**src/rtl/dcs_pkg.sv**
```systemverilog
package dcs_pkg;
  localparam int TRAP_L_ADDR = 263;
  localparam int TRAP_R_ADDR = 264;
  typedef enum logic {FMT_I2S = 1'b0, FMT_LJ = 1'b1} fmt_e;
endpackage

```
**src/rtl/dcs_trap_regs.sv**
```systemverilog
module dcs_trap_regs #(
  parameter int ADDR_W = 9,
  parameter int PC_W   = 10
) (
  input  logic              clk,
  input  logic              rst_n,
  input  logic              cfg_we,
  input  logic [ADDR_W-1:0] cfg_addr,
  input  logic [PC_W-1:0]   cfg_wdata,
  output logic [PC_W-1:0]   trap_l,
  output logic [PC_W-1:0]   trap_r
);
  import dcs_pkg::*;
  localparam logic [ADDR_W-1:0] A_L = ADDR_W'(TRAP_L_ADDR);
  localparam logic [ADDR_W-1:0] A_R = ADDR_W'(TRAP_R_ADDR);

  always_ff @(posedge clk) begin
    if (!rst_n) begin
      trap_l <= '0;
      trap_r <= '0;
    end else if (cfg_we) begin
      if (cfg_addr == A_L) trap_l <= cfg_wdata;
      if (cfg_addr == A_R) trap_r <= cfg_wdata;
    end
  end
endmodule

```
**src/rtl/dcs_capture.sv**
```systemverilog
module dcs_capture #(
  parameter int PC_W = 10,
  parameter int DW   = 24
) (
  input  logic            clk,
  input  logic            rst_n,
  input  logic            tap_valid,
  input  logic [PC_W-1:0] tap_pc,
  input  logic [DW-1:0]   tap_data,
  input  logic [PC_W-1:0] trap_l,
  input  logic [PC_W-1:0] trap_r,
  output logic [DW-1:0]   hold_l,
  output logic [DW-1:0]   hold_r
);
  localparam int NCH = 2;
  logic [PC_W-1:0] trap [NCH];
  logic [DW-1:0]   hold [NCH];

  assign trap[0] = trap_l;
  assign trap[1] = trap_r;
  assign hold_l  = hold[0];
  assign hold_r  = hold[1];

  for (genvar ch = 0; ch < NCH; ch++) begin : g_ch
    always_ff @(posedge clk) begin
      if (!rst_n)
        hold[ch] <= '0;
      else if (tap_valid && tap_pc == trap[ch])
        hold[ch] <= tap_data;
    end
  end
endmodule

```
**src/rtl/dcs_serializer.sv**
```systemverilog
module dcs_serializer #(
  parameter int DW   = 24,
  parameter int SYNC = 2
) (
  input  logic          clk,
  input  logic          rst_n,
  input  logic          fmt,
  input  logic          bclk,
  input  logic          lrclk,
  input  logic [DW-1:0] hold_l,
  input  logic [DW-1:0] hold_r,
  output logic          bit_fall,
  output logic          sdout
);
  import dcs_pkg::*;
  localparam int BW = SYNC + 1;

  logic [BW-1:0]   bclk_s;
  logic [SYNC-1:0] lr_s;
  logic            lr_now, lr_last, left_half;
  logic [DW-1:0]   sr, word;

  always_ff @(posedge clk) begin
    if (!rst_n) begin
      bclk_s <= '1;
      lr_s   <= '1;
    end else begin
      bclk_s <= {bclk_s[BW-2:0], bclk};
      lr_s   <= {lr_s[SYNC-2:0], lrclk};
    end
  end

  assign bit_fall  = bclk_s[BW-1] & ~bclk_s[BW-2];
  assign lr_now    = lr_s[SYNC-1];
  assign left_half = (fmt == FMT_I2S) ? ~lr_now : lr_now;
  assign word      = left_half ? hold_l : hold_r;

  always_ff @(posedge clk) begin
    if (!rst_n) begin
      lr_last <= 1'b1;
      sr      <= '0;
      sdout   <= 1'b0;
    end else if (bit_fall) begin
      if (lr_now != lr_last) begin
        lr_last <= lr_now;
        if (fmt == FMT_I2S) begin
          sdout <= 1'b0;
          sr    <= word;
        end else begin
          sdout <= word[DW-1];
          sr    <= word << 1;
        end
      end else begin
        sdout <= sr[DW-1];
        sr    <= sr << 1;
      end
    end
  end
endmodule

```
**src/rtl/dcs_capture_top.sv**
```systemverilog
module dcs_capture_top #(
  parameter int ADDR_W = 9,
  parameter int PC_W   = 10,
  parameter int DW     = 24
) (
  input  logic              clk,
  input  logic              rst_n,
  input  logic              fmt,
  input  logic              cfg_we,
  input  logic [ADDR_W-1:0] cfg_addr,
  input  logic [PC_W-1:0]   cfg_wdata,
  input  logic              tap_valid,
  input  logic [PC_W-1:0]   tap_pc,
  input  logic [DW-1:0]     tap_data,
  input  logic              bclk,
  input  logic              lrclk,
  output logic              sdout
);
  logic [PC_W-1:0] trap_l, trap_r;
  logic [DW-1:0]   hold_l, hold_r;
  logic            bit_fall;

  dcs_trap_regs #(.ADDR_W(ADDR_W), .PC_W(PC_W)) u_traps (
    .clk(clk), .rst_n(rst_n), .cfg_we(cfg_we), .cfg_addr(cfg_addr),
    .cfg_wdata(cfg_wdata), .trap_l(trap_l), .trap_r(trap_r)
  );

  dcs_capture #(.PC_W(PC_W), .DW(DW)) u_cap (
    .clk(clk), .rst_n(rst_n), .tap_valid(tap_valid), .tap_pc(tap_pc),
    .tap_data(tap_data), .trap_l(trap_l), .trap_r(trap_r),
    .hold_l(hold_l), .hold_r(hold_r)
  );

  dcs_serializer #(.DW(DW)) u_ser (
    .clk(clk), .rst_n(rst_n), .fmt(fmt), .bclk(bclk), .lrclk(lrclk),
    .hold_l(hold_l), .hold_r(hold_r), .bit_fall(bit_fall), .sdout(sdout)
  );
endmodule

```
**config.mk**
```make
export PLATFORM = sky130hd
export DESIGN_NAME = dcs_capture_top
export DESIGN_NICKNAME = d
export VERILOG_FILES = /design/src/rtl/dcs_pkg.sv /design/src/rtl/dcs_trap_regs.sv /design/src/rtl/dcs_capture.sv /design/src/rtl/dcs_serializer.sv /design/src/rtl/dcs_capture_top.sv
export SDC_FILE = /design/constraint.sdc
export NUM_CORES = 1
export LEC_CHECK = 0
export BUFFER_PORTS_ARGS = -buffer_cell sky130_fd_sc_hd__buf_2
export CAP_MARGIN = 20
export CORE_MARGIN = 1.5
export CORE_UTILIZATION = 40
export CTS_CLUSTER_DIAMETER = 40
export DETAILED_ROUTE_END_ITERATION = 10
export GPL_ROUTABILITY_DRIVEN = 0
export PLACE_DENSITY = 0.71
export SLEW_MARGIN = 10
export SYNTH_ARGS = -nofsm -noshare
export SYNTH_HDL_FRONTEND = slang
export SYNTH_HIERARCHICAL = 1
export SYNTH_SLANG_ARGS = --single-unit
```
**constraint.sdc**
```tcl
create_clock -name clk -period 4.1 [get_ports clk]
set_input_delay 0.615 -clock clk [delete_from_list [all_inputs] [get_ports clk]]
set_output_delay 0.615 -clock clk [all_outputs]
set_load 0.1 [all_outputs]
```
Word-level counts from Yosys, hierarchy flattened:

Memories as Yosys holds them, arrays and structs flattened.
Index checks and enable logic that the tools add are counted.
W data, S select, Z words.

* bits in writable memories: 48
* memories kept: 1
* output and inout port bits: 1
* logic and storage cells: 38
* register bits after elaboration: 51

Memories
* u_cap.hold: depth 2, bits a word 24, rd ports 2, clocked after memory_dff 0, write ports 2, RTL line dcs_capture.sv:17 `logic [DW-1:0] hold [NCH];`

* reductions and logical operators: 5
* bitwise gates (word level): 5
* multiplexer cells: 15
* equal/unequal tests: 5

Operator list (count)
* $mux W24: 5
* $eq A10 B10 Y1: 2
* $eq A9 B9 Y1 const B: 2
* $mux W1: 10
* $reduce_and A2 Y1: 3
* $logic_and A1 B1 Y1: 2
* $not A1 Y1: 2
* $or A1 B1 Y1: 2
* $and A1 B1 Y1: 1
* $ne A1 B1 Y1: 1

Logic depth before layout (Yosys ltp):

Gate-level depths: netlist of run 1.

* word-level depth: 6
* gate-level depth with buffers: 7
* depth with buffers taken out: 5

Modules after synthesis:

The synthesis of run 1 kept the hierarchy.

Modules (own cells, without submodules)
* dcs_capture: instances 1, area an instance 2023.2 um^2, cells an instance 161
* dcs_serializer: instances 1, area an instance 2010.7 um^2, cells an instance 239
* dcs_trap_regs: instances 1, area an instance 797.0 um^2, cells an instance 81

Worst setup path after synthesis of run 1:

No wires, ideal clock.

* path kind: input to register
* from: input tap_pc[3]
* to: memory u_cap.hold[0][0], enable pin
* required time: 3.719 ns
* setup slack: 1.560 ns
* arrival: 2.159 ns
* cell stages on the path: 6
* path through: xnor2_1 -> nand4_1 -> or4_1 -> buf_4 -> buf_8 -> nand2_1

RTL lines
* from (decl): RTL line dcs_capture_top.sv:13 `input logic [PC_W-1:0] tap_pc,`
* to (decl): RTL line dcs_capture.sv:17

==> results.json, run 1 <==
{
  "ir_worst_vdd_uv": 163,
  "wl_per_cell_um": 14.9,
  "drv_slew": 0,
  "grt_pass1_vias": 3457,
  "num_rows": 39,
  "fin_ws_ns": 1.66,
  "cp.arrival_ns": 2.49,
  "ys_seq_area_share_pct": 51.0,
  "fill_cells": 1085,
  "synth_flop_cell": "dfxtp_1",
  "core-area_um2": 11600,
  "hold_violations": 0,
  "synth-edff-count": 48,
  "setup_viol": 0,
  "reg2reg_setup_slack_ns": 1.69,
  "path_class": "in2reg",
  "synth_top_cell_by_area": "edfxtp_1",
  "clock_path_buffers": 2,
  "yosys_warnings": 6,
  "synth.avg_cell_area_um2": 10.0,
  "utilization_pct": 46.2,
  "first_pass_iters": 5,
  "timing.hold.ws_ns": 0.430,
  "hold_class": "reg2reg",
  "p_seq_share_pct": 52.4,
  "max-cap-violations": 0,
  "finalCritPeriodShare_pct": 59.5,
  "synth_area_leaders": "edfxtp_1 (30%), dfxtp_1 (21%), nand2_1 (6.0%)",
  "antenna_found_initial": 0,
  "top_level_ports": 61,
  "status": "finished, final reports clean",
  "async_flop_share_pct": 0,
  "hpwl_um": 6990,
  "timing.fmax_mhz": 410,
  "synth_seq_cells": 99,
  "switching_share_pct": 25.0,
  "cts_resized": 0,
  "syn_nets": 541,
  "total_power_mw": 2.09,
  "crit_path_end": "u_cap/hold[1][4]",
  "clkLatencyLatePin_ns": 0.35,
  "num_antenna_cells": 0,
  "tightest_slew_ns": 1.04,
  "syn_area_um2": 4830,
  "dpl_worst_slack_ns": 1.28,
  "path_cells": "buf_2 > xnor2_1 > nand4_1 > or4_1 > buf_4 > nand2_1 > buf_4",
  "yosysMostFrequentCell": "nand2_1",
  "area_growth_syn_to_layout_pct": 11.1,
  "ff2ff_path_depth": 6,
  "p_leak_nw": 2.08,
  "ant_nets": 0,
  "die_h_um": 113,
  "grt_pass1_wl_um": 16700,
  "p_switching_mw": 0.523,
  "synth_common_cells": "nand2_1 (77), nor2_1 (55), dfxtp_1 (51), edfxtp_1 (48), mux2i_1 (27)",
  "nNetsFinal": 578,
  "post-route-min-period_ns": 2.44,
  "dieArea_um2": 12700,
  "die_x_um": 113,
  "cp_max_fo": 25,
  "slew_headroom_pct": 30.5,
  "crit_required_ns": 4.15,
  "first_iter_violations": 374,
  "skew_ns": 0.00484,
  "cts_hold_buffers": 0,
  "cts_buffers": 9,
  "drc_errors": 0,
  "crit_path_start": "tap_pc[5]",
  "clock-sinks": 99,
  "power_density_nw_per_um2": 390,
  "path_common_cell": "buf_4",
  "cts_tree": "built",
  "synth_top_cell_area_share_pct": 29.8,
  "syn-instance-count": 481,
  "cts.htree.levels": 3,
  "vias": 3546,
  "grt_overflow_total": 0,
  "totalWireLength_um": 9960,
  "critPathSlowestCell": "or4_1",
  "r2r_end": "u_cap/hold[1][4]",
  "vias_per_cell": 5.32,
  "clkPwrFrac_pct": 38.7,
  "cts.clk_slew.worst_paths_ns": 0.07,
  "start_util_pct": 41.6,
  "critPathCaptureType": "flip-flop",
  "cp-start-kind": "primary input",
  "combPwrFrac_pct": 8.8,
  "setup_tns_ns": 0,
  "rsz0062_at_grt": "false",
  "grt_max_degree": 56,
  "rr_startpoint": "u_traps/trap_r[5]",
  "port_buffers": 60,
  "internal_power_mw": 1.57,
  "grtUsageTotal_pct": 16.4,
  "synth_cell_types": 39,
  "slowest_delay_ns": 0.54,
  "drive_above_1_share_pct": 19.1,
  "postCtsSetupBuffers": 0,
  "root_buffer": "clkbuf_16"
}
==> cell usage in the layout (no fill, tap or decap), types with 2 or more instances in the layout <==
cell	n
a21o_1	17
a21oi_1	24
a21oi_2	10
a221oi_1	16
a221oi_2	2
a22oi_1	20
buf_2	60
buf_4	6
clkbuf_16	9
dfxtp_1	51
edfxtp_1	48
inv_1	3
inv_6	3
mux2i_1	27
nand2_1	77
nand2b_1	6
nand3_1	14
nand4_1	2
nor2_1	55
nor2b_4	2
o2111ai_1	3
o211ai_1	6
o21ai_0	21
o31a_1	3
or4_1	2
xnor2_1	20
==> worst max-delay path: cells and delay by family <==
kind | cells | cell delay (ns)
and+or+nand+nor | 3 | 1.05
buffers and inverters | 3 | 0.67
xor gates and xnor gates | 1 | 0.14
==> sequential cells by signal (all words and copies together) (netlist names) <==
name	cells
u_cap/hold	48
u_ser/bclk_s	3
u_ser/lr_last	1
u_ser/lr_s	2
u_ser/sdout	1
u_ser/sr	24
u_traps/trap_l	10
u_traps/trap_r	10
==> how the worst min path moves through the flow <==
stage	from	end	slack, ns	cells after the start
4_1_cts	u_ser/lr_s[0]	u_ser/lr_s[1]	0.43	1
2_1_floorplan	u_ser/bclk_s[0]	u_ser/bclk_s[1]	0.39	1
3_3_place_gp	u_ser/lr_s[0]	u_ser/lr_s[1]	0.40	1
5_1_grt	u_ser/bclk_s[0]	u_ser/bclk_s[1]	0.44	1
3_5_place_dp	u_ser/lr_s[0]	u_ser/lr_s[1]	0.40	1
6_report	u_ser/bclk_s[0]	u_ser/bclk_s[1]	0.43	1
==> power groups by stage <==
stage | Sequential (mW) | Clock [mW] | Combinational, mW
2_1_floorplan | 1.11 | 0 | 0.135
3_3_place_gp | 1.12 | 0 | 0.180
3_5_place_dp | 1.12 | 0 | 0.185
4_1_cts | 1.10 | 0.831 | 0.186
5_1_grt | 1.10 | 0.868 | 0.206
6_report | 1.10 | 0.811 | 0.185
==> area by class of cell <==
class                   count  area [um^2]  area share (%)
multi-input cells         338         2080            38.8
well taps                 143          179            3.33
clock buffers              10          229            4.27
clock inverters             6         53.8            1.00
flip-flops and latches     99         2460            45.9
inverters                   4         15.0           0.280
repair buffers             66          345            6.44
==> metrics by stage <==
stage | cells | instance area [um^2]
floorplan | 481 | 4830
global placement | 650 | 5080
detailed placement | 650 | 5080
CTS | 666 | 5370
global route | 666 | 5370
finish | 666 | 5370
==> per-layer routing <==
layer	vias to the layer above	track usage [%]	wire length, um
li1	1790	-	-
met1	1647	22.0	4620
met2	99	25.9	4570
met3	10	4.66	637
met4	0	5.50	132
met5	-	0	0
==> logic make-up (layout without fill, tap and decap cells) <==
family	Yosys count	in the layout	synth area share (%)
multiplexers	27	27	5.59
AO/OA/AOI/OAI	124	124	18.1
flip-flops	99	99	51.0
XOR/XNOR	22	22	4.53
buffers and inverters	44	86	5.93
AND/OR/NAND/NOR	165	165	14.9
Power figures use the tool's default switching activity.
==> inputs of run 2 (changes only) <==
Clock period 4.1 ns to 2.35 ns, I/O delays scaled along.
==> results.json, run 2 (synthesis gave the netlist of run 1 again) <==
{
  "setup_tns_ns": 0,
  "core-area_um2": 11600,
  "cp-start-kind": "flip-flop",
  "cp_max_fo": 24,
  "totalWireLength_um": 10200,
  "top_level_ports": 61,
  "combPwrFrac_pct": 9.5,
  "grt_pass1_wl_um": 17500,
  "start_util_pct": 41.6,
  "status": "finished, final reports clean",
  "post-route-min-period_ns": 1.79,
  "finalCritPeriodShare_pct": 76.1,
  "nNetsFinal": 589,
  "clkPwrFrac_pct": 38.6,
  "hold_class": "in2reg",
  "switching_share_pct": 25.0,
  "hold_violations": 0,
  "area_growth_syn_to_layout_pct": 13.4,
  "skew_ns": 0.00787,
  "final_common_cell": "nand2_1",
  "slew_headroom_pct": 67.7,
  "cp.arrival_ns": 1.84,
  "vias": 3679,
  "hpwl_um": 7040,
  "cts_hold_buffers": 0,
  "antenna_found_initial": 0,
  "ir_worst_vdd_uv": 298,
  "top_regs": "u_cap/hold x48, u_ser/sr x24",
  "clock_path_buffers": 2,
  "die_h_um": 113,
  "drv_slew": 0,
  "largest-register": "u_cap/hold",
  "vias_per_cell": 5.43,
  "clkLatencyLatePin_ns": 0.34,
  "clock-sinks": 99,
  "cts_tree": "built",
  "first_pass_iters": 5,
  "ant_nets": 0,
  "critPathCaptureType": "flip-flop",
  "timing.fmax_mhz": 559,
  "fill_cells": 1076,
  "tightest_slew_ns": 0.488,
  "drc_errors": 0,
  "p_switching_mw": 0.921,
  "rsz0062_at_grt": "false",
  "port_buffers": 60,
  "final_cell_mix": "nand2_1 (77), buf_2 (60), nor2_1 (55)",
  "cts.htree.levels": 3,
  "num_rows": 39,
  "crit_required_ns": 2.40,
  "internal_power_mw": 2.76,
  "postCtsSetupBuffers": 0,
  "first_iter_violations": 217,
  "grt_pass1_vias": 3575,
  "largest_register_ffs": 48,
  "p_seq_share_pct": 51.9,
  "setup_viol": 0,
  "cts_buffers": 9,
  "path_class": "reg2reg",
  "max-cap-violations": 0,
  "grt_overflow_total": 0,
  "grtUsageTotal_pct": 17.0,
  "cts_resized": 0,
  "cts.clk_slew.worst_paths_ns": 0.07,
  "drive_above_1_share_pct": 20.8,
  "root_buffer": "clkbuf_16",
  "die_x_um": 113,
  "power_density_nw_per_um2": 672,
  "grt_max_degree": 45,
  "utilization_pct": 47.2,
  "dieArea_um2": 12700,
  "p_leak_nw": 2.15,
  "wl_per_cell_um": 15.1,
  "num_antenna_cells": 0
}
run 2: cell count changes in the layout (fill, tap and decap cells not counted):
cell | previous run | this run
buf_12 | 0 | 2
buf_4 | 6 | 15
clkinv_4 | 1 | 2
inv_6 | 3 | 1
inv_8 | 1 | 2
run 2: power by group through the flow:
stage	combinational (mW)	clock [mW]	sequential (mW)
after floorplan	0.235	0	1.94
after global placement	0.341	0	1.94
after detailed placement	0.348	0	1.95
after CTS	0.351	1.45	1.91
after global routing	0.389	1.53	1.91
final	0.349	1.42	1.91
run 2: through the flow:
| stage | setup slack [ns] | power (mW) | hold slack, ns | std cells | instance area [um^2] |
|---|---|---|---|---|---|
| 2_1_floorplan | 0.0723 | 2.17 | 0.386 | 481 | 4830 |
| 3_3_place_gp | 0.433 | 2.28 | 0.399 | 661 | 5190 |
| 3_5_place_dp | 0.406 | 2.29 | 0.393 | 661 | 5190 |
| 4_1_cts | 0.538 | 3.71 | 0.184 | 677 | 5480 |
| 5_1_grt | 0.441 | 3.84 | 0.205 | 677 | 5480 |
| 6_report | 0.561 | 3.68 | 0.190 | 677 | 5480 |
run 2: worst max-delay path: stages (launching register included):
cell and delay (ns):
dfxtp_1 0.37, xnor2_1 0.14, nand4_1 0.10, or4_1 0.54, nand2_1 0.14, buf_12 0.19
run 2: routing by layer:
metal / track usage (%) / vias to the layer above / part of all wire [%]
met4: 5.17 / 0 / 0.98
met2: 28.2 / 104 / 48
met1: 22.5 / 1752 / 45
met3: 3.70 / 9 / 5.4
li1: - / 1814 / -
met5: 0 / - / 0
run 2: final timing paths:
path                      from                to  slack (ns)  cells past startpoint
min reg2reg      u_ser/lr_s[0]     u_ser/lr_s[1]        0.41                      1
min                       bclk   u_ser/bclk_s[0]        0.19                      2
max reg2reg  u_traps/trap_l[5]  u_cap/hold[0][3]        0.56                      5
max          u_traps/trap_l[5]  u_cap/hold[0][3]        0.56                      5
run 2: final cells by class:
cell class	count	area, um^2	share of cell area, %
clock buffer	10	229	4.18
clock inverter	6	56.3	1.03
inverter	4	15.0	0.274
multi-input combinational	338	2080	38.0
sequential	99	2460	45.0
tap	143	179	3.27
timing repair buffer	77	453	8.27
